===== src/rtl/srp_pkg.sv =====
package srp_pkg;

  // Conversion cycle phases, in the order the block walks them.
  typedef enum logic [1:0] {
    ST_KICK  = 2'd0,  // one-cycle conversion request
    ST_CONV  = 2'd1,  // core busy, port ignored
    ST_SLEEP = 2'd2,  // word parked, pins idle
    ST_XFER  = 2'd3   // chip select low, port active
  } srp_state_e;

endpackage


===== src/rtl/srp_sync_bit.sv =====
module srp_sync_bit #(
  parameter int   STAGES  = 2,
  parameter logic RST_VAL = 1'b0
) (
  input  logic clk,
  input  logic rst_n,
  input  logic pin,
  output logic level
);

  logic [STAGES-1:0] chain_q;

  always_ff @(posedge clk or negedge rst_n) begin
    if (!rst_n) chain_q <= {STAGES{RST_VAL}};
    else        chain_q <= {chain_q[STAGES-2:0], pin};
  end

  assign level = chain_q[STAGES-1];

endmodule


===== src/rtl/srp_pin_front.sv =====
module srp_pin_front #(
  parameter int STAGES = 2
) (
  input  logic clk,
  input  logic rst_n,
  input  logic cs_n,
  input  logic sck,
  input  logic sdi,
  output logic cs_low,
  output logic cs_rise,
  output logic sck_rise,
  output logic sck_fall,
  output logic sdi_s
);

  localparam int NPIN = 3;
  // Bit 2 = chip select (idles high), bit 1 = clock, bit 0 = data.
  localparam logic [NPIN-1:0] IDLE = 3'b100;

  logic [NPIN-1:0] raw;
  logic [NPIN-1:0] lvl;
  logic [1:0]      prev_q;   // previous cs / sck levels

  assign raw = {cs_n, sck, sdi};

  for (genvar g = 0; g < NPIN; g++) begin : g_sync
    srp_sync_bit #(.STAGES(STAGES), .RST_VAL(IDLE[g])) u_bit (
      .clk   (clk),
      .rst_n (rst_n),
      .pin   (raw[g]),
      .level (lvl[g])
    );
  end

  always_ff @(posedge clk or negedge rst_n) begin
    if (!rst_n) prev_q <= IDLE[2:1];
    else        prev_q <= lvl[2:1];
  end

  assign cs_low   = ~lvl[2];
  assign cs_rise  =  lvl[2] & ~prev_q[1];
  assign sck_rise =  lvl[1] & ~prev_q[0];
  assign sck_fall = ~lvl[1] &  prev_q[0];
  assign sdi_s    =  lvl[0];

endmodule


===== src/rtl/srp_result_shifter.sv =====
module srp_result_shifter #(
  parameter int   W     = 24,
  parameter logic READY = 1'b0
) (
  input  logic         clk,
  input  logic         rst_n,
  input  logic         load,
  input  logic [W-1:0] load_val,
  input  logic         arm,
  input  logic         shift,
  output logic         sdo_bit,
  output logic [W-1:0] held
);

  logic [W-1:0] sr_q;
  logic         cur_q;

  // Drop the bit just presented and pull zero in from the bottom.
  function automatic logic [W-1:0] advance(input logic [W-1:0] v);
    return {v[W-2:0], 1'b0};
  endfunction

  always_ff @(posedge clk or negedge rst_n) begin
    if (!rst_n) begin
      sr_q  <= '0;
      cur_q <= READY;
    end else begin
      if (load) begin
        sr_q <= load_val;
      end else if (shift) begin
        sr_q  <= advance(sr_q);
        cur_q <= sr_q[W-1];
      end
      if (arm) cur_q <= READY;
    end
  end

  assign sdo_bit = cur_q;
  assign held    = sr_q;

endmodule


===== src/rtl/srp_code_capture.sv =====
module srp_code_capture #(
  parameter int W = 8
) (
  input  logic         clk,
  input  logic         rst_n,
  input  logic         clear,
  input  logic         sample,
  input  logic         bit_in,
  output logic [W-1:0] code,
  output logic         full
);

  localparam int CNT_W = $clog2(W + 1);

  logic [W-1:0]     code_q;
  logic [CNT_W-1:0] cnt_q;

  function automatic logic is_full(input logic [CNT_W-1:0] c);
    return c == CNT_W'(W);
  endfunction

  always_ff @(posedge clk or negedge rst_n) begin
    if (!rst_n) begin
      code_q <= '0;
      cnt_q  <= '0;
    end else if (clear) begin
      code_q <= '0;
      cnt_q  <= '0;
    end else if (sample && !is_full(cnt_q)) begin
      code_q <= {code_q[W-2:0], bit_in};
      cnt_q  <= cnt_q + CNT_W'(1);
    end
  end

  assign code = code_q;
  assign full = is_full(cnt_q);

endmodule


===== src/rtl/srp_seq.sv =====
module srp_seq
  import srp_pkg::*;
(
  input  logic clk,
  input  logic rst_n,
  input  logic cs_low,
  input  logic cs_rise,
  input  logic sck_rise,
  input  logic sck_fall,
  input  logic conv_done,
  output logic conv_start,
  output logic conv_busy,
  output logic in_sleep,
  output logic in_xfer,
  output logic started,
  output logic load,
  output logic arm,
  output logic sample,
  output logic shift,
  output logic commit
);

  srp_state_e state_q, state_d;
  logic       started_q, started_d;

  always_comb begin
    state_d   = state_q;
    started_d = started_q;
    load      = 1'b0;
    arm       = 1'b0;
    sample    = 1'b0;
    shift     = 1'b0;
    commit    = 1'b0;
    unique case (state_q)
      ST_KICK: begin
        started_d = 1'b0;
        state_d   = ST_CONV;
      end
      ST_CONV: begin
        if (conv_done) begin
          load    = 1'b1;
          state_d = ST_SLEEP;
        end
      end
      ST_SLEEP: begin
        if (cs_low) begin
          arm       = 1'b1;
          started_d = 1'b0;
          state_d   = ST_XFER;
        end
      end
      ST_XFER: begin
        // Chip select release outranks any clock edge in the same cycle.
        if (cs_rise) begin
          if (started_q) begin
            commit  = 1'b1;
            state_d = ST_KICK;
          end else begin
            state_d = ST_SLEEP;
          end
        end else if (sck_rise) begin
          sample    = 1'b1;
          started_d = 1'b1;
        end else if (sck_fall && started_q) begin
          shift = 1'b1;
        end
      end
      default: state_d = ST_KICK;
    endcase
  end

  always_ff @(posedge clk or negedge rst_n) begin
    if (!rst_n) begin
      state_q   <= ST_KICK;
      started_q <= 1'b0;
    end else begin
      state_q   <= state_d;
      started_q <= started_d;
    end
  end

  assign conv_start = (state_q == ST_KICK);
  assign conv_busy  = (state_q == ST_CONV);
  assign in_sleep   = (state_q == ST_SLEEP);
  assign in_xfer    = (state_q == ST_XFER);
  assign started    = started_q;

endmodule


===== src/rtl/srp_readout_ctrl.sv =====
module srp_readout_ctrl #(
  parameter int   RES_W       = 24,
  parameter int   CODE_W      = 8,
  parameter int   SYNC_STAGES = 2,
  parameter logic READY_LEVEL = 1'b0
) (
  input  logic              clk,
  input  logic              rst_n,
  input  logic              cs_n,
  input  logic              sck,
  input  logic              sdi,
  output logic              sdo,
  output logic              sdo_oe,
  output logic              conv_start,
  input  logic              conv_done,
  input  logic [RES_W-1:0]  result_in,
  output logic [CODE_W-1:0] chan_sel
);

  localparam int CHAN_W = CODE_W;

  // Named internal events, also watched by the bound checker.
  logic cs_low, cs_rise_evt, sck_rise_evt, sck_fall_evt, sdi_s;
  logic conv_busy, in_sleep, in_xfer, started;
  logic load, arm, sample, shift, commit;
  logic sdo_bit;
  logic [RES_W-1:0]  held_word;
  logic [CHAN_W-1:0] code;
  logic              code_full;
  logic [CHAN_W-1:0] chan_q;

  // A complete code replaces the channel; a partial one leaves it alone.
  function automatic logic [CHAN_W-1:0] pick_chan(input logic [CHAN_W-1:0] old,
                                                  input logic [CHAN_W-1:0] fresh,
                                                  input logic              complete);
    return complete ? fresh : old;
  endfunction

  srp_pin_front #(.STAGES(SYNC_STAGES)) u_front (
    .clk      (clk),
    .rst_n    (rst_n),
    .cs_n     (cs_n),
    .sck      (sck),
    .sdi      (sdi),
    .cs_low   (cs_low),
    .cs_rise  (cs_rise_evt),
    .sck_rise (sck_rise_evt),
    .sck_fall (sck_fall_evt),
    .sdi_s    (sdi_s)
  );

  srp_seq u_seq (
    .clk        (clk),
    .rst_n      (rst_n),
    .cs_low     (cs_low),
    .cs_rise    (cs_rise_evt),
    .sck_rise   (sck_rise_evt),
    .sck_fall   (sck_fall_evt),
    .conv_done  (conv_done),
    .conv_start (conv_start),
    .conv_busy  (conv_busy),
    .in_sleep   (in_sleep),
    .in_xfer    (in_xfer),
    .started    (started),
    .load       (load),
    .arm        (arm),
    .sample     (sample),
    .shift      (shift),
    .commit     (commit)
  );

  srp_result_shifter #(.W(RES_W), .READY(READY_LEVEL)) u_shift (
    .clk      (clk),
    .rst_n    (rst_n),
    .load     (load),
    .load_val (result_in),
    .arm      (arm),
    .shift    (shift),
    .sdo_bit  (sdo_bit),
    .held     (held_word)
  );

  srp_code_capture #(.W(CHAN_W)) u_code (
    .clk    (clk),
    .rst_n  (rst_n),
    .clear  (arm),
    .sample (sample),
    .bit_in (sdi_s),
    .code   (code),
    .full   (code_full)
  );

  // Channel register moves on the same edge that raises conv_start.
  always_ff @(posedge clk or negedge rst_n) begin
    if (!rst_n)      chan_q <= '0;
    else if (commit) chan_q <= pick_chan(chan_q, code, code_full);
  end

  assign chan_sel = chan_q;
  assign sdo_oe   = in_xfer;
  assign sdo      = in_xfer ? sdo_bit : 1'b0;

endmodule


===== config.mk =====
export PLATFORM = sky130hd
export DESIGN_NAME = srp_readout_ctrl
export DESIGN_NICKNAME = d
export VERILOG_FILES = /design/src/rtl/srp_pkg.sv /design/src/rtl/srp_sync_bit.sv /design/src/rtl/srp_pin_front.sv /design/src/rtl/srp_result_shifter.sv /design/src/rtl/srp_code_capture.sv /design/src/rtl/srp_seq.sv /design/src/rtl/srp_readout_ctrl.sv
export SDC_FILE = /design/constraint.sdc
export NUM_CORES = 1
export LEC_CHECK = 0
export BUFFER_PORTS_ARGS = -buffer_cell sky130_fd_sc_hd__buf_2
export CAP_MARGIN = 0
export CORE_MARGIN = 2
export CORE_UTILIZATION = 60
export DETAILED_ROUTE_END_ITERATION = 16
export GPL_ROUTABILITY_DRIVEN = 0
export PLACE_DENSITY = 0.82
export SYNTH_ARGS = -nofsm -noshare
export SYNTH_HDL_FRONTEND = slang
export SYNTH_HIERARCHICAL = 1
export SYNTH_SLANG_ARGS = --single-unit

===== constraint.sdc =====
create_clock -name clk -period 3.8 [get_ports clk]
set_input_delay 0.38 -clock clk [delete_from_list [all_inputs] [get_ports clk]]
set_output_delay 0.38 -clock clk [all_outputs]
set_load 0.1 [all_outputs]

==> report_table.html, run 1 <==
<table>
<tr><th>Metric</th><th>Value</th></tr>
<tr><th colspan="2">Worst hold path</th></tr>
<tr><td>Hold Startpoint</td><td>cs_n</td></tr>
<tr><td>Number of cells traversed by the worst hold path</td><td>1</td></tr>
<tr><td>Kind of path behind the tightest hold check</td><td>input pin to flip-flop</td></tr>
<tr><td>Hold worst-path end</td><td>u_front/g_sync[2].u_bit/chain_q[0]</td></tr>
<tr><th colspan="2">Synthesis</th></tr>
<tr><td>Cell variety after synth</td><td>38</td></tr>
<tr><td>Compound-Gate Fraction of Synth Area</td><td>7.259%</td></tr>
<tr><td>Seq cells post-synth</td><td>56</td></tr>
<tr><td>Area share of the largest cell type after synthesis</td><td>52.35%</td></tr>
<tr><td>Register area share after synthesis</td><td>55.46%</td></tr>
<tr><td>Ys async rst share</td><td>100.0%</td></tr>
<tr><td>Synth top area cells</td><td>dfrtp_1 (52%), mux2i_1 (12%), o21ai_1 (4.7%), nand2_1 (3.9%), mux2_2 (3.6%)</td></tr>
<tr><td>Cell taking the most area after synthesis</td><td>dfrtp_1</td></tr>
<tr><td>Post-Synth Adder-Cell Area</td><td>0.9877%</td></tr>
<tr><td>Xor and xnor fraction of the mapped netlist area</td><td>0.3457%</td></tr>
<tr><td>Mux contribution to synthesized area</td><td>16.40%</td></tr>
<tr><td>Most frequently used flop master after synthesis</td><td>dfrtp_1</td></tr>
<tr><td>Count of mapped cells out of synthesis</td><td>212</td></tr>
<tr><td>Average size of a mapped cell</td><td>11.95 sq um</td></tr>
<tr><td>Main combinational cell family by area after synthesis</td><td>multiplexers</td></tr>
<tr><td>Synthesis Warnings</td><td>6</td></tr>
<tr><td>EDFF count, synth</td><td>0</td></tr>
<tr><td>Mapped Area</td><td>2534 sq um</td></tr>
<tr><td>Share of synthesized cell area in and, or, nand and nor gates</td><td>14.17%</td></tr>
<tr><td>Syn_nets</td><td>244</td></tr>
<tr><th colspan="2">CTS</th></tr>
<tr><td>CTS-repair resized insts</td><td>0</td></tr>
<tr><td>Level count of the clock H-tree</td><td>2</td></tr>
<tr><td>Worst-path clk slew</td><td>0.10 ns</td></tr>
<tr><td>Clock tree root buffer cell</td><td>clkbuf_8</td></tr>
<tr><td>Number of post-CTS setup repair buffers</td><td>0</td></tr>
<tr><td>Number of buffers added by the clock tree synthesis step</td><td>5</td></tr>
<tr><td>CTS Buffer Depth</td><td>2</td></tr>
<tr><td>Clk sink count</td><td>56</td></tr>
<tr><td>CTS tree</td><td>done</td></tr>
<tr><td>Post-cts hold buffer count</td><td>0</td></tr>
<tr><td>Clock latency at the later pin of the worst-skew pair</td><td>0.31 ns</td></tr>
<tr><th colspan="2">Final layout</th></tr>
<tr><td>Final net count</td><td>281</td></tr>
<tr><td>Layout-stage area growth over the synthesis result</td><td>10.52%</td></tr>
<tr><td>Fillers</td><td>297</td></tr>
<tr><td>Fraction of final layout cells sized beyond drive strength 1</td><td>29.20%</td></tr>
<tr><td>ANT cells</td><td>0</td></tr>
<tr><td>Fin util</td><td>69.50%</td></tr>
<tr><th colspan="2">Worst setup path</th></tr>
<tr><td>Critical register-to-register path startpoint</td><td>u_seq/state_q[1]</td></tr>
<tr><td>Largest fanout of any net on the critical path</td><td>11</td></tr>
<tr><td>R2R depth</td><td>6</td></tr>
<tr><td>Nature of the critical path endpoint</td><td>output pin</td></tr>
<tr><td>Worst EP arrival</td><td>1.57 ns</td></tr>
<tr><td>Slack of the worst reg-to-reg path</td><td>1.97 ns</td></tr>
<tr><td>Endpoint required time on the critical path</td><td>3.42 ns</td></tr>
<tr><td>Kind of critical path</td><td>flip-flop to output pin</td></tr>
<tr><td>Type of element launching the critical path</td><td>flip-flop</td></tr>
<tr><td>Crit Reg-Reg Endpoint</td><td>u_shift/sdo_bit</td></tr>
<tr><th colspan="2">Die</th></tr>
<tr><td>Number of ports placed on the die boundary</td><td>41</td></tr>
<tr><td>Die ar.</td><td>4759 sq um</td></tr>
<tr><td>Number of cell rows</td><td>23</td></tr>
<tr><td>Initial standard-cell utilization of the core</td><td>62.89%</td></tr>
<tr><td>Die W</td><td>68.99 um</td></tr>
<tr><td>Height of the die</td><td>68.99 um</td></tr>
<tr><td>Core Box Area</td><td>4029 sq um</td></tr>
<tr><th colspan="2">Power</th></tr>
<tr><td>Maximum vdd ir drop</td><td>0.4127 mV</td></tr>
<tr><td>Static leakage</td><td>1.288 nW</td></tr>
<tr><td>Cell Pwr Density</td><td>639.9 nW/um^2</td></tr>
<tr><th colspan="2">Placement</th></tr>
<tr><td>IO buf count</td><td>40</td></tr>
<tr><td>Placed wire-length estimate after detailed placement</td><td>2839 um</td></tr>
<tr><th colspan="2">GRT</th></tr>
<tr><td>Antenna violations before repair</td><td>0</td></tr>
<tr><td>Remaining global-route overflow</td><td>0</td></tr>
<tr><td>Number of global-route vias before repair</td><td>1,489</td></tr>
<tr><td>Global-route wire length before repair</td><td>6948 um</td></tr>
<tr><td>Overall routing resource usage</td><td>20.35%</td></tr>
<tr><td>Largest net degree at the start of global routing</td><td>50</td></tr>
<tr><th colspan="2">Timing</th></tr>
<tr><td>Final worst path period need</td><td>1.946 ns</td></tr>
<tr><td>Worst clock skew on the final layout</td><td>0.009774 ns</td></tr>
<tr><td>F_max</td><td>514.0 MHz</td></tr>
<tr><td>Final Hold Vio Count</td><td>0</td></tr>
<tr><td>Total Neg Setup Slack</td><td>0 ns</td></tr>
<tr><td>Slew at the pin closest to its max-slew limit</td><td>0.9781 ns</td></tr>
<tr><td>RSZ-0062 raised after global routing</td><td>no</td></tr>
<tr><td>Tcrit/Tclk final</td><td>51.20%</td></tr>
<tr><td>Setup Viol. Count Final</td><td>0</td></tr>
<tr><td>Max Slew Vio Count</td><td>0</td></tr>
<tr><td>Max_slew headroom</td><td>34.80%</td></tr>
<tr><th colspan="2">Route</th></tr>
<tr><td>Wire length per cell</td><td>13.85 um</td></tr>
<tr><td>Via Count</td><td>1,557</td></tr>
<tr><td>Aggregate routed wire length</td><td>4155 um</td></tr>
<tr><td>Number of DRC markers in iteration 0</td><td>136</td></tr>
<tr><td>Residual DRC count</td><td>0</td></tr>
<tr><td>Vias per inst</td><td>5.190</td></tr>
<tr><td>Count of antenna-violating nets left after detailed routing</td><td>0</td></tr>
<tr><td>Drt pass-1 iters</td><td>4</td></tr>
<tr><th colspan="2">Status</th></tr>
<tr><td>Outcome</td><td>finished clean</td></tr>
<tr><th colspan="2">Flow run</th></tr>
<tr><td>Total of max-cap violations</td><td>0</td></tr>
</table>
## where the power goes
part / leakage (nW) / switching, mW / internal [mW] / total, mW
Sequential: 0.707 / 0.124 / 0.773 / 0.898
Combinational: 0.535 / 0.334 / 0.223 / 0.557
Clock: 0.0452 / 0.202 / 0.135 / 0.337
## through the flow
stage,cells,power [mW],hold slack (ns),instance area [sq um],setup slack [ns]
floorplan,212,1.371,0.08441,2534,1.324
global placement,292,1.442,0.3376,2706,2.046
detailed placement,292,1.470,0.3397,2706,2.008
CTS,300,1.805,0.1380,2800,1.860
global route,300,1.919,0.1228,2800,1.761
finish,300,1.792,0.1518,2800,1.854
## per-layer routing
| layer | GRT usage (%) | wire length [um] | up-vias | part of all wire (%) |
|---|---|---|---|---|
| li1 | - | - | 789 | - |
| met1 | 28.68 | 2055 | 737 | 49 |
| met2 | 30.77 | 1892 | 29 | 46 |
| met3 | 6.981 | 192 | 2 | 4.6 |
| met4 | 4.412 | 14 | 0 | 0.34 |
| met5 | 0 | 0 | - | 0 |
## flip-flops by register name, summed over array words and instances (netlist names)
register	count
u_code/cnt_q	4
u_shift/sdo_bit	1
chan_sel	8
u_seq/started	1
u_shift/held	24
u_front/g_sync.u_bit/chain_q	6
u_code/code	8
u_front/prev_q	2
u_seq/state_q	2
## placed cells by master (no fill, tap or decap), drive strengths merged, types with 2 or more instances in the layout
cell | Yosys | layout
dfstp | 3 | 3
nand3 | 3 | 3
a21o | 2 | 2
nand2 | 27 | 27
clkbuf | 3 | 5
mux2 | 9 | 9
nor2b | 4 | 4
and2 | 5 | 5
dfrtp | 53 | 53
nand2b | 10 | 10
inv | 4 | 6
nor2 | 4 | 4
ha | 2 | 2
a21oi | 5 | 5
mux2i | 31 | 31
buf | 10 | 43
o21ai | 25 | 25
## synthesized netlist by cell type, types with 3 or more instances
| cell | number |
|---|---|
| o21ai_1 | 24 |
| buf_6 | 3 |
| inv_1 | 4 |
| buf_4 | 4 |
| nand2b_1 | 10 |
| nor2b_1 | 4 |
| a21oi_1 | 3 |
| mux2i_1 | 31 |
| mux2_2 | 8 |
| and2_1 | 4 |
| nor2_1 | 4 |
| dfstp_2 | 3 |
| dfrtp_1 | 53 |
| nand2_1 | 26 |
| nand3_1 | 3 |
## cell type report
class	instances	area (sq um)	share of cell area, %
Timing Repair Buffer	43	222.7	7.954
Clock inverter	3	25.02	0.8937
Clock buffer	5	68.82	2.458
Multi-Input combinational cell	139	1001	35.75
Tap cell	50	62.56	2.234
Inverter	4	15.01	0.5362
Sequential cell	56	1405	50.18
## worst max-delay path: stages, from the launching register on
cell     delay [ns]
dfrtp_1        0.52
and2_1         0.19
and2_1         0.12
buf_2          0.42
## cells by family after synthesis
logic type	count (synthesis)
compound gates	33
xor+xnor	1
buf+inv	17
simple gates	63
mux	40
flops	56
fa+ha+maj	2
## worst max-delay path by stage
stage | endpoint | slack (ns) | from
6_report | sdo | 1.85 | u_seq/state_q[1]
5_1_grt | sdo | 1.76 | u_seq/state_q[0]
4_1_cts | sdo | 1.86 | u_seq/state_q[0]
3_5_place_dp | u_shift/held[12] | 2.01 | u_seq/state_q[0]
3_3_place_gp | u_shift/held[13] | 2.05 | u_seq/state_q[0]
2_1_floorplan | sdo | 1.32 | u_seq/state_q[0]
Note: power is estimated with default switching activity, not from simulation.
==> run 2, diff against run 1 <==
--- a/config.mk
+++ b/config.mk
@@ -8,10 +8,10 @@
 export BUFFER_PORTS_ARGS = -buffer_cell sky130_fd_sc_hd__buf_2
 export CAP_MARGIN = 0
 export CORE_MARGIN = 2
-export CORE_UTILIZATION = 60
+export CORE_UTILIZATION = 56
 export DETAILED_ROUTE_END_ITERATION = 16
 export GPL_ROUTABILITY_DRIVEN = 0
-export PLACE_DENSITY = 0.82
+export PLACE_DENSITY = 0.77
 export SYNTH_ARGS = -nofsm -noshare
 export SYNTH_HDL_FRONTEND = slang
 export SYNTH_HIERARCHICAL = 1
==> constraint.sdc (replaced) <==
create_clock -name clk -period 1.8 [get_ports clk]
set_input_delay 0.18 -clock clk [delete_from_list [all_inputs] [get_ports clk]]
set_output_delay 0.18 -clock clk [all_outputs]
set_load 0.1 [all_outputs]
==> run 2 against run 1 <==
Against the previous run: core utilization down 2.5 points; final cell count up 3.3%; cell area is 4.2% higher; critical path depth rose by 1; total power rose by 110%; setup slack lost 1.7 ns; worst hold slack got worse by 0.068 ns; clock skew decreased by 0.0044 ns; global-route usage is 2.1 points lower; via count is 4.0% higher.
==> report_table.html, run 2 (synthesized netlist as in run 1, its figures left out) <==
<table>
<tr><th>Metric</th><th>Value</th></tr>
<tr><th colspan="2">CTS</th></tr>
<tr><td>Level count of the clock H-tree</td><td>2 (unchanged)</td></tr>
<tr><td>Clock tree root buffer cell</td><td>clkbuf_8</td></tr>
<tr><td>Clock latency at the later pin of the worst-skew pair</td><td>0.30 ns (about the same)</td></tr>
<tr><td>Worst-path clk slew</td><td>0.09 ns (about the same)</td></tr>
<tr><td>Clk sink count</td><td>56 (unchanged)</td></tr>
<tr><td>Number of post-CTS setup repair buffers</td><td>0 (unchanged)</td></tr>
<tr><td>CTS tree</td><td>done</td></tr>
<tr><td>CTS Buffer Depth</td><td>2 (unchanged)</td></tr>
<tr><td>Number of buffers added by the clock tree synthesis step</td><td>5 (unchanged)</td></tr>
<tr><th colspan="2">Final layout</th></tr>
<tr><td>Most common cell after layout, fill and taps aside</td><td>dfrtp_1</td></tr>
<tr><td>Final net count</td><td>289 (+2.8%)</td></tr>
<tr><td>Commonest non-fill, non-tap cells in the layout</td><td>dfrtp_1 (53), buf_2 (40), mux2i_1 (31)</td></tr>
<tr><td>Layout-stage area growth over the synthesis result</td><td>15.16%</td></tr>
<tr><td>Number of flip-flops in the largest register</td><td>24 (unchanged)</td></tr>
<tr><td>Cell Count, Final, Fillers Out</td><td>310 (+3.3%)</td></tr>
<tr><td>Cell area after layout</td><td>2918 sq um (+4.2%)</td></tr>
<tr><td>ANT cells</td><td>0 (unchanged)</td></tr>
<tr><td>Fraction of final layout cells sized beyond drive strength 1</td><td>31.78% (+2.6 points)</td></tr>
<tr><td>Fillers</td><td>329 (+11%)</td></tr>
<tr><th colspan="2">Timing</th></tr>
<tr><td>Slew at the pin closest to its max-slew limit</td><td>0.4865 ns (-0.4915 ns)</td></tr>
<tr><td>Max_slew headroom</td><td>67.79% (+33 points)</td></tr>
<tr><td>F_max</td><td>604.0 MHz</td></tr>
<tr><td>Final Hold Vio Count</td><td>0 (unchanged)</td></tr>
<tr><td>Total Neg Setup Slack</td><td>0 ns (unchanged)</td></tr>
<tr><td>Max Slew Vio Count</td><td>0 (unchanged)</td></tr>
<tr><td>Tightest hold margin</td><td>0.08387 ns (-0.06789 ns)</td></tr>
<tr><td>Final worst path period need</td><td>1.656 ns</td></tr>
<tr><td>Setup Viol. Count Final</td><td>0 (unchanged)</td></tr>
<tr><td>Worst clock skew on the final layout</td><td>0.005363 ns (-0.004411 ns)</td></tr>
<tr><td>RSZ-0062 raised after global routing</td><td>no</td></tr>
<tr><td>Tcrit/Tclk final</td><td>91.98%</td></tr>
<tr><th colspan="2">Worst setup path</th></tr>
<tr><td>Nature of the critical path endpoint</td><td>flip-flop</td></tr>
<tr><td>Worst EP arrival</td><td>1.85 ns (+0.28 ns)</td></tr>
<tr><td>Endpoint required time on the critical path</td><td>1.99 ns (-1.43 ns)</td></tr>
<tr><td>Largest fanout of any net on the critical path</td><td>8 (-3)</td></tr>
<tr><td>Slack of the worst reg-to-reg path</td><td>0.14 ns (-1.83 ns)</td></tr>
<tr><td>Type of element launching the critical path</td><td>flip-flop</td></tr>
<tr><td>Kind of critical path</td><td>flip-flop to flip-flop</td></tr>
<tr><th colspan="2">Die</th></tr>
<tr><td>Core Box Area</td><td>4354 sq um (+8.1%)</td></tr>
<tr><td>Number of cell rows</td><td>24 (+4.3%)</td></tr>
<tr><td>Height of the die</td><td>71.27 um (+3.3%)</td></tr>
<tr><td>Die W</td><td>71.27 um (+3.3%)</td></tr>
<tr><td>Number of ports placed on the die boundary</td><td>41 (unchanged)</td></tr>
<tr><td>Initial standard-cell utilization of the core</td><td>58.19% (-4.7 points)</td></tr>
<tr><td>Die ar.</td><td>5079 sq um (+6.7%)</td></tr>
<tr><th colspan="2">Placement</th></tr>
<tr><td>Placed cell area</td><td>2781 sq um (+2.8%)</td></tr>
<tr><td>IO buf count</td><td>40 (unchanged)</td></tr>
<tr><td>Placed wire-length estimate after detailed placement</td><td>2784 um (-1.9%)</td></tr>
<tr><td>Cell count after placement</td><td>298 (+2.1%)</td></tr>
<tr><th colspan="2">GRT</th></tr>
<tr><td>Overall routing resource usage</td><td>18.25% (-2.1 points)</td></tr>
<tr><td>Antenna violations before repair</td><td>0 (unchanged)</td></tr>
<tr><td>Global-route wire length before repair</td><td>7265 um (+4.6%)</td></tr>
<tr><td>Remaining global-route overflow</td><td>0 (unchanged)</td></tr>
<tr><td>Largest net degree at the start of global routing</td><td>57 (+14%)</td></tr>
<tr><td>Number of global-route vias before repair</td><td>1,571 (+5.5%)</td></tr>
<tr><th colspan="2">Route</th></tr>
<tr><td>Residual DRC count</td><td>0 (unchanged)</td></tr>
<tr><td>Number of DRC markers in iteration 0</td><td>86 (-37%)</td></tr>
<tr><td>Count of antenna-violating nets left after detailed routing</td><td>0 (unchanged)</td></tr>
<tr><td>Drt pass-1 iters</td><td>5 (+1)</td></tr>
<tr><td>Wire length per cell</td><td>13.44 um (-3.0%)</td></tr>
<tr><td>Via Count</td><td>1,620 (+4.0%)</td></tr>
<tr><td>Vias per inst</td><td>5.226 (+0.69%)</td></tr>
<tr><td>Aggregate routed wire length</td><td>4165 um (+0.24%)</td></tr>
<tr><th colspan="2">Flow run</th></tr>
<tr><td>Total of max-cap violations</td><td>0 (unchanged)</td></tr>
<tr><th colspan="2">Status</th></tr>
<tr><td>Outcome</td><td>finished clean</td></tr>
<tr><th colspan="2">Power</th></tr>
<tr><td>Maximum vdd ir drop</td><td>0.6799 mV (+65%)</td></tr>
<tr><td>Sum of internal, switching and leakage power</td><td>3.852 mW (+110%)</td></tr>
<tr><td>Cell Pwr Density</td><td>1320 nW/um^2 (+110%)</td></tr>
<tr><td>Static leakage</td><td>1.342 nW (+4.2%)</td></tr>
<tr><th colspan="2">Worst hold path</th></tr>
<tr><td>Kind of path behind the tightest hold check</td><td>input pin to flip-flop</td></tr>
</table>
run 2: changes by cell type in the layout (fill, tap and decap cells not counted), moves of 2 or more:
cell           change
and2_1             -2
dlygate4sd3_1      +4
and2_2             +2
clkinv_2           +2
inv_6              -2
buf_12             +3
run 2: what timing repair did:
item                                    in CTS  in global routing
hold buffers                                 4                  0
resized for setup                            0                  2
hold endpoints to repair                    56                  0
endpoints found under the setup margin       0                 10
run 2: where the power goes:
group,total (mW),internal [mW],switching (mW)
Combinational,1.29,0.547,0.745
Clock,0.695,0.308,0.387
Sequential,1.86,1.63,0.232
Total,3.85,2.49,1.36
run 2: critical path: stages (launching register included):
cell and delay (ns):
dfstp_2 0.55, nor2b_2 0.25, and4_2 0.28, nand2_2 0.15, mux2_2 0.32
run 2: through the flow:
step	worst slack, ns	utilization, %
floorplan	0.1114	-
global placement	0.1067	63.88
detailed placement	0.04532	63.88
CTS	0.03445	66.93
global route	0.05132	67.01
finish	0.1444	67.01
run 2: layout make-up:
type / instances / area [sq um] / area share [%]
sequential: 56 / 1405 / 48.16
clock buffer: 6 / 82.58 / 2.830
tap: 52 / 65.06 / 2.230
multi-input combinational: 139 / 1010 / 34.61
inverter: 4 / 15.01 / 0.5146
clock inverter: 2 / 10.01 / 0.3431
timing repair buffer: 51 / 330.3 / 11.32
run 2: routing by layer:
metal	wire [um]	track usage [%]	vias up	share of wire (%)
met4	63	6.289	0	1.5
met5	0	0	-	0
met1	2000	25.98	773	48
met3	171	4.782	6	4.1
met2	1929	27.47	29	46
li1	-	-	812	-
run 2: worst paths after layout:
kind | cells after the start | from | end
worst min-delay path | 3 | result_in[21] | u_shift/held[21]
max in group asynchronous | 3 | rst_n | u_front/g_sync[2].u_bit/chain_q[0]
worst max register to register | 4 | u_front/g_sync[2].u_bit/chain_q[1] | chan_sel[1]
min in group asynchronous | 3 | rst_n | u_shift/held[1]
worst max-delay path | 4 | u_front/g_sync[2].u_bit/chain_q[1] | chan_sel[1]
worst min register to register | 0 | u_front/g_sync[0].u_bit/chain_q[0] | u_front/g_sync[0].u_bit/chain_q[1]
==> run 3, diff against run 2 <==
--- a/config.mk
+++ b/config.mk
@@ -5,6 +5,7 @@
 export SDC_FILE = /design/constraint.sdc
 export NUM_CORES = 1
 export LEC_CHECK = 0
+export ABC_AREA = 1
 export BUFFER_PORTS_ARGS = -buffer_cell sky130_fd_sc_hd__buf_2
 export CAP_MARGIN = 0
 export CORE_MARGIN = 2
==> run 3 against run 2 <==
Against the previous run: maximum frequency is 0.57% lower; critical endpoint is now sdo; sequential power hardly changed; die area is 3.1% higher; largest power group unchanged; non-clock buffer count is 2 lower; worst hold slack worse by 0.013 ns; count of clock-buffer cells in the layout is 2 higher; final cell count is 27% higher; setup slack worse by 0.0094 ns; largest cell class unchanged; first-iteration DRC count is 93% higher; area after synthesis is 3.3% higher; clock power hardly changed; synthesized cell count is 42% higher.
==> report_table.html, run 3 <==
<table>
<tr><th>Metric</th><th>Value</th></tr>
<tr><th colspan="2">Status</th></tr>
<tr><td>Outcome</td><td>finished clean</td></tr>
<tr><th colspan="2">Route</th></tr>
<tr><td>Drt pass-1 iters</td><td>4 (-1)</td></tr>
<tr><td>Residual DRC count</td><td>0 (unchanged)</td></tr>
<tr><td>Number of DRC markers in iteration 0</td><td>166 (+93%)</td></tr>
<tr><td>Vias per inst</td><td>5.116 (-2.1%)</td></tr>
<tr><td>Via Count</td><td>2,021 (+25%)</td></tr>
<tr><td>Wire length per cell</td><td>11.76 um (-12%)</td></tr>
<tr><td>Aggregate routed wire length</td><td>4647 um (+12%)</td></tr>
<tr><td>Count of antenna-violating nets left after detailed routing</td><td>0 (unchanged)</td></tr>
<tr><th colspan="2">Timing</th></tr>
<tr><td>F_max</td><td>600.6 MHz (-0.57%)</td></tr>
<tr><td>RSZ-0062 raised after global routing</td><td>no</td></tr>
<tr><td>Tcrit/Tclk final</td><td>92.50% (+0.52 points)</td></tr>
<tr><td>Total Neg Setup Slack</td><td>0 ns (unchanged)</td></tr>
<tr><td>Final worst path period need</td><td>1.665 ns (+0.009417 ns)</td></tr>
<tr><td>Max_slew headroom</td><td>59.29% (-8.5 points)</td></tr>
<tr><td>Setup Viol. Count Final</td><td>0 (unchanged)</td></tr>
<tr><td>Final Hold Vio Count</td><td>0 (unchanged)</td></tr>
<tr><td>Max Slew Vio Count</td><td>0 (unchanged)</td></tr>
<tr><td>Slew at the pin closest to its max-slew limit</td><td>0.6106 ns (+0.1241 ns)</td></tr>
<tr><td>Worst clock skew on the final layout</td><td>0.005619 ns (+0.0002564 ns)</td></tr>
<tr><th colspan="2">GRT</th></tr>
<tr><td>Antenna violations before repair</td><td>0 (unchanged)</td></tr>
<tr><td>Remaining global-route overflow</td><td>0 (unchanged)</td></tr>
<tr><td>Global-route wire length before repair</td><td>8342 um (+15%)</td></tr>
<tr><td>Number of global-route vias before repair</td><td>1,919 (+22%)</td></tr>
<tr><td>Overall routing resource usage</td><td>20.48% (+2.2 points)</td></tr>
<tr><td>Largest net degree at the start of global routing</td><td>31 (-46%)</td></tr>
<tr><th colspan="2">Placement</th></tr>
<tr><td>Placed wire-length estimate after detailed placement</td><td>3272 um (+18%)</td></tr>
<tr><td>IO buf count</td><td>40 (unchanged)</td></tr>
<tr><th colspan="2">CTS</th></tr>
<tr><td>Clk sink count</td><td>56 (unchanged)</td></tr>
<tr><td>CTS tree</td><td>done</td></tr>
<tr><td>Clock latency at the later pin of the worst-skew pair</td><td>0.31 ns (about the same)</td></tr>
<tr><td>Level count of the clock H-tree</td><td>2 (unchanged)</td></tr>
<tr><td>CTS Buffer Depth</td><td>2 (unchanged)</td></tr>
<tr><td>Number of post-CTS setup repair buffers</td><td>0 (unchanged)</td></tr>
<tr><td>Worst-path clk slew</td><td>0.09 ns (about the same)</td></tr>
<tr><td>Clock tree root buffer cell</td><td>clkbuf_8</td></tr>
<tr><td>Number of buffers added by the clock tree synthesis step</td><td>5 (unchanged)</td></tr>
<tr><th colspan="2">Power</th></tr>
<tr><td>Maximum vdd ir drop</td><td>0.7588 mV (+12%)</td></tr>
<tr><td>Sw frac</td><td>37.22% (+1.8 points)</td></tr>
<tr><td>Cell Pwr Density</td><td>1253 nW/um^2 (-5.1%)</td></tr>
<tr><td>Part of the power in registers</td><td>50.8% (+2.4 points)</td></tr>
<tr><td>Switching power</td><td>1.364 mW (about the same)</td></tr>
<tr><td>Comb pwr share</td><td>30.2% (-3.4 points)</td></tr>
<tr><td>Clock group share of total power</td><td>19.1% (+1.1 points)</td></tr>
<tr><td>Internal cell power</td><td>2.300 mW (-7.6%)</td></tr>
<tr><td>Static leakage</td><td>1.578 nW (+18%)</td></tr>
<tr><th colspan="2">Die</th></tr>
<tr><td>Number of ports placed on the die boundary</td><td>41 (unchanged)</td></tr>
<tr><td>Die ar.</td><td>5237 sq um (+3.1%)</td></tr>
<tr><td>Die W</td><td>72.37 um (+1.5%)</td></tr>
<tr><td>Height of the die</td><td>72.37 um (+1.5%)</td></tr>
<tr><td>Initial standard-cell utilization of the core</td><td>59.30% (+1.1 points)</td></tr>
<tr><td>Number of cell rows</td><td>24 (unchanged)</td></tr>
<tr><td>Core Box Area</td><td>4414 sq um (+1.4%)</td></tr>
<tr><th colspan="2">Worst setup path</th></tr>
<tr><td>Nature of the critical path endpoint</td><td>output pin</td></tr>
<tr><td>Critical Path Most Common Cell</td><td>nand2_1</td></tr>
<tr><td>Kind of cell adding the most delay to the critical path</td><td>buffers and inverters</td></tr>
<tr><td>Worst stage delay on the critical path</td><td>0.47 ns (-0.08 ns)</td></tr>
<tr><td>Type of element launching the critical path</td><td>flip-flop</td></tr>
<tr><td>Largest fanout of any net on the critical path</td><td>6 (-2)</td></tr>
<tr><td>Kind of critical path</td><td>flip-flop to output pin</td></tr>
<tr><td>Worst-path cell with the longest stage delay</td><td>dfrtp_1</td></tr>
<tr><td>Number of stages on the worst setup path</td><td>5 (+1)</td></tr>
<tr><td>R2R depth</td><td>7 (+3)</td></tr>
<tr><td>Critical Path, Cell by Cell</td><td>nand2_1, clkinv_2, nand2_1, inv_1, buf_2</td></tr>
<tr><td>Buffer and inverter count on the worst path</td><td>3 (+3)</td></tr>
<tr><td>Worst EP arrival</td><td>1.49 ns (-0.36 ns)</td></tr>
<tr><td>Endpoint required time on the critical path</td><td>1.62 ns (-0.37 ns)</td></tr>
<tr><th colspan="2">Final layout</th></tr>
<tr><td>Final net count</td><td>374 (+29%)</td></tr>
<tr><td>Layout-stage area growth over the synthesis result</td><td>11.71%</td></tr>
<tr><td>Seq. cell area</td><td>1405 sq um (unchanged)</td></tr>
<tr><td>Fillers</td><td>395 (+20%)</td></tr>
<tr><td>Fraction of final layout cells sized beyond drive strength 1</td><td>20.41% (-11 points)</td></tr>
<tr><td>Fin util</td><td>66.24% (-0.77 points)</td></tr>
<tr><td>Commonest non-fill, non-tap cells in the layout</td><td>nand2_1 (100), nand3_1 (67), dfrtp_1 (53)</td></tr>
<tr><td>Most common cell after layout, fill and taps aside</td><td>nand2_1</td></tr>
<tr><td>Combined area of the multi-input logic cells</td><td>970.9 sq um (-3.8%)</td></tr>
<tr><td>ANT cells</td><td>0 (unchanged)</td></tr>
<tr><td>Number of flip-flops in the largest register</td><td>24 (unchanged)</td></tr>
<tr><th colspan="2">Synthesis</th></tr>
<tr><td>Syn_nets</td><td>333 (+36%)</td></tr>
<tr><td>Average size of a mapped cell</td><td>8.696 sq um (-27%)</td></tr>
<tr><td>Synthesis Warnings</td><td>6 (unchanged)</td></tr>
<tr><td>Mapped Area</td><td>2618 sq um (+3.3%)</td></tr>
<tr><td>Count of mapped cells out of synthesis</td><td>301 (+42%)</td></tr>
<tr><th colspan="2">Worst hold path</th></tr>
<tr><td>Number of cells traversed by the worst hold path</td><td>3 (unchanged)</td></tr>
<tr><td>Kind of path behind the tightest hold check</td><td>input pin to flip-flop</td></tr>
<tr><th colspan="2">Flow run</th></tr>
<tr><td>Total of max-cap violations</td><td>0 (unchanged)</td></tr>
</table>
-- run 3: cell types whose count changed in the layout (fill, tap and decap cells not counted), moves of 8 or more --
cell / before / now
nand2_1: 26 / 100
nand3_1: 3 / 67
mux2i_1: 31 / 0
o21ai_1: 24 / 1
inv_1: 4 / 22
nand2b_1: 10 / 0
nor2_1: 3 / 12
mux2_2: 8 / 0
-- run 3: final timing paths --
check / start / endpoint / slack [ns]
worst max register to register: u_front/prev_q[1] / u_shift/held[9] / 0.16
worst max-delay path: u_seq/state_q[1] / sdo / 0.13
min in group asynchronous: rst_n / u_shift/held[20] / 0.41
worst min-delay path: result_in[0] / u_shift/held[0] / 0.07
max in group asynchronous: rst_n / u_front/g_sync[0].u_bit/chain_q[1] / 0.82
worst min register to register: u_front/g_sync[1].u_bit/chain_q[0] / u_front/g_sync[1].u_bit/chain_q[1] / 0.36
-- run 3: final cells by class --
class                      instances  share of cell area [%]
multi-input combinational        203                   33.21
tap                               52                   2.225
sequential                        56                   48.05
clock buffer                       8                   3.081
timing repair buffer              49                   9.927
inverter                          27                   3.509
-- run 3: metal layers --
| layer | GRT usage, % | part of all wire, % |
|---|---|---|
| met1 | 26.59 | 46 |
| met2 | 33.84 | 47 |
| met3 | 4.861 | 5.1 |
| met4 | 6.918 | 1.5 |
| met5 | 0 | 0 |
-- run 3: repair_timing --
action | in CTS | in global routing
hold buffers | 4 | 0
endpoints found under the hold margin | 26 | 0
gates resized for setup | 0 | 0
-- run 3: worst min-delay path, stage by stage --
cell and delay (ns):
buf_2 0.07, nand2_1 0.04, nand2_1 0.05
-- run 3: power by group through the flow --
stage	clock network [mW]	logic, mW	registers, mW
final	0.698	1.11	1.86
after global routing	0.768	1.26	1.90
after CTS	0.721	1.12	1.86
after detailed placement	0	1.11	1.88
after global placement	0	1.07	1.87
after floorplan	0	0.955	1.82
-- run 3: metrics by stage --
| stage | cell area, sq um | setup WS [ns] | hold WS, ns | total power [mW] | std cells |
|---|---|---|---|---|---|
| after detailed placement | 2794 | 0.1839 | 0.2297 | 2.989 | 383 |
| final | 2924 | 0.1350 | 0.07069 | 3.664 | 395 |
| after floorplan | 2618 | 0.1255 | -0.1156 | 2.772 | 301 |
| after CTS | 2924 | 0.1314 | 0.05806 | 3.698 | 395 |
| after global routing | 2924 | 0.02317 | 0.06117 | 3.932 | 395 |
| after global placement | 2794 | 0.2177 | 0.2291 | 2.939 | 383 |
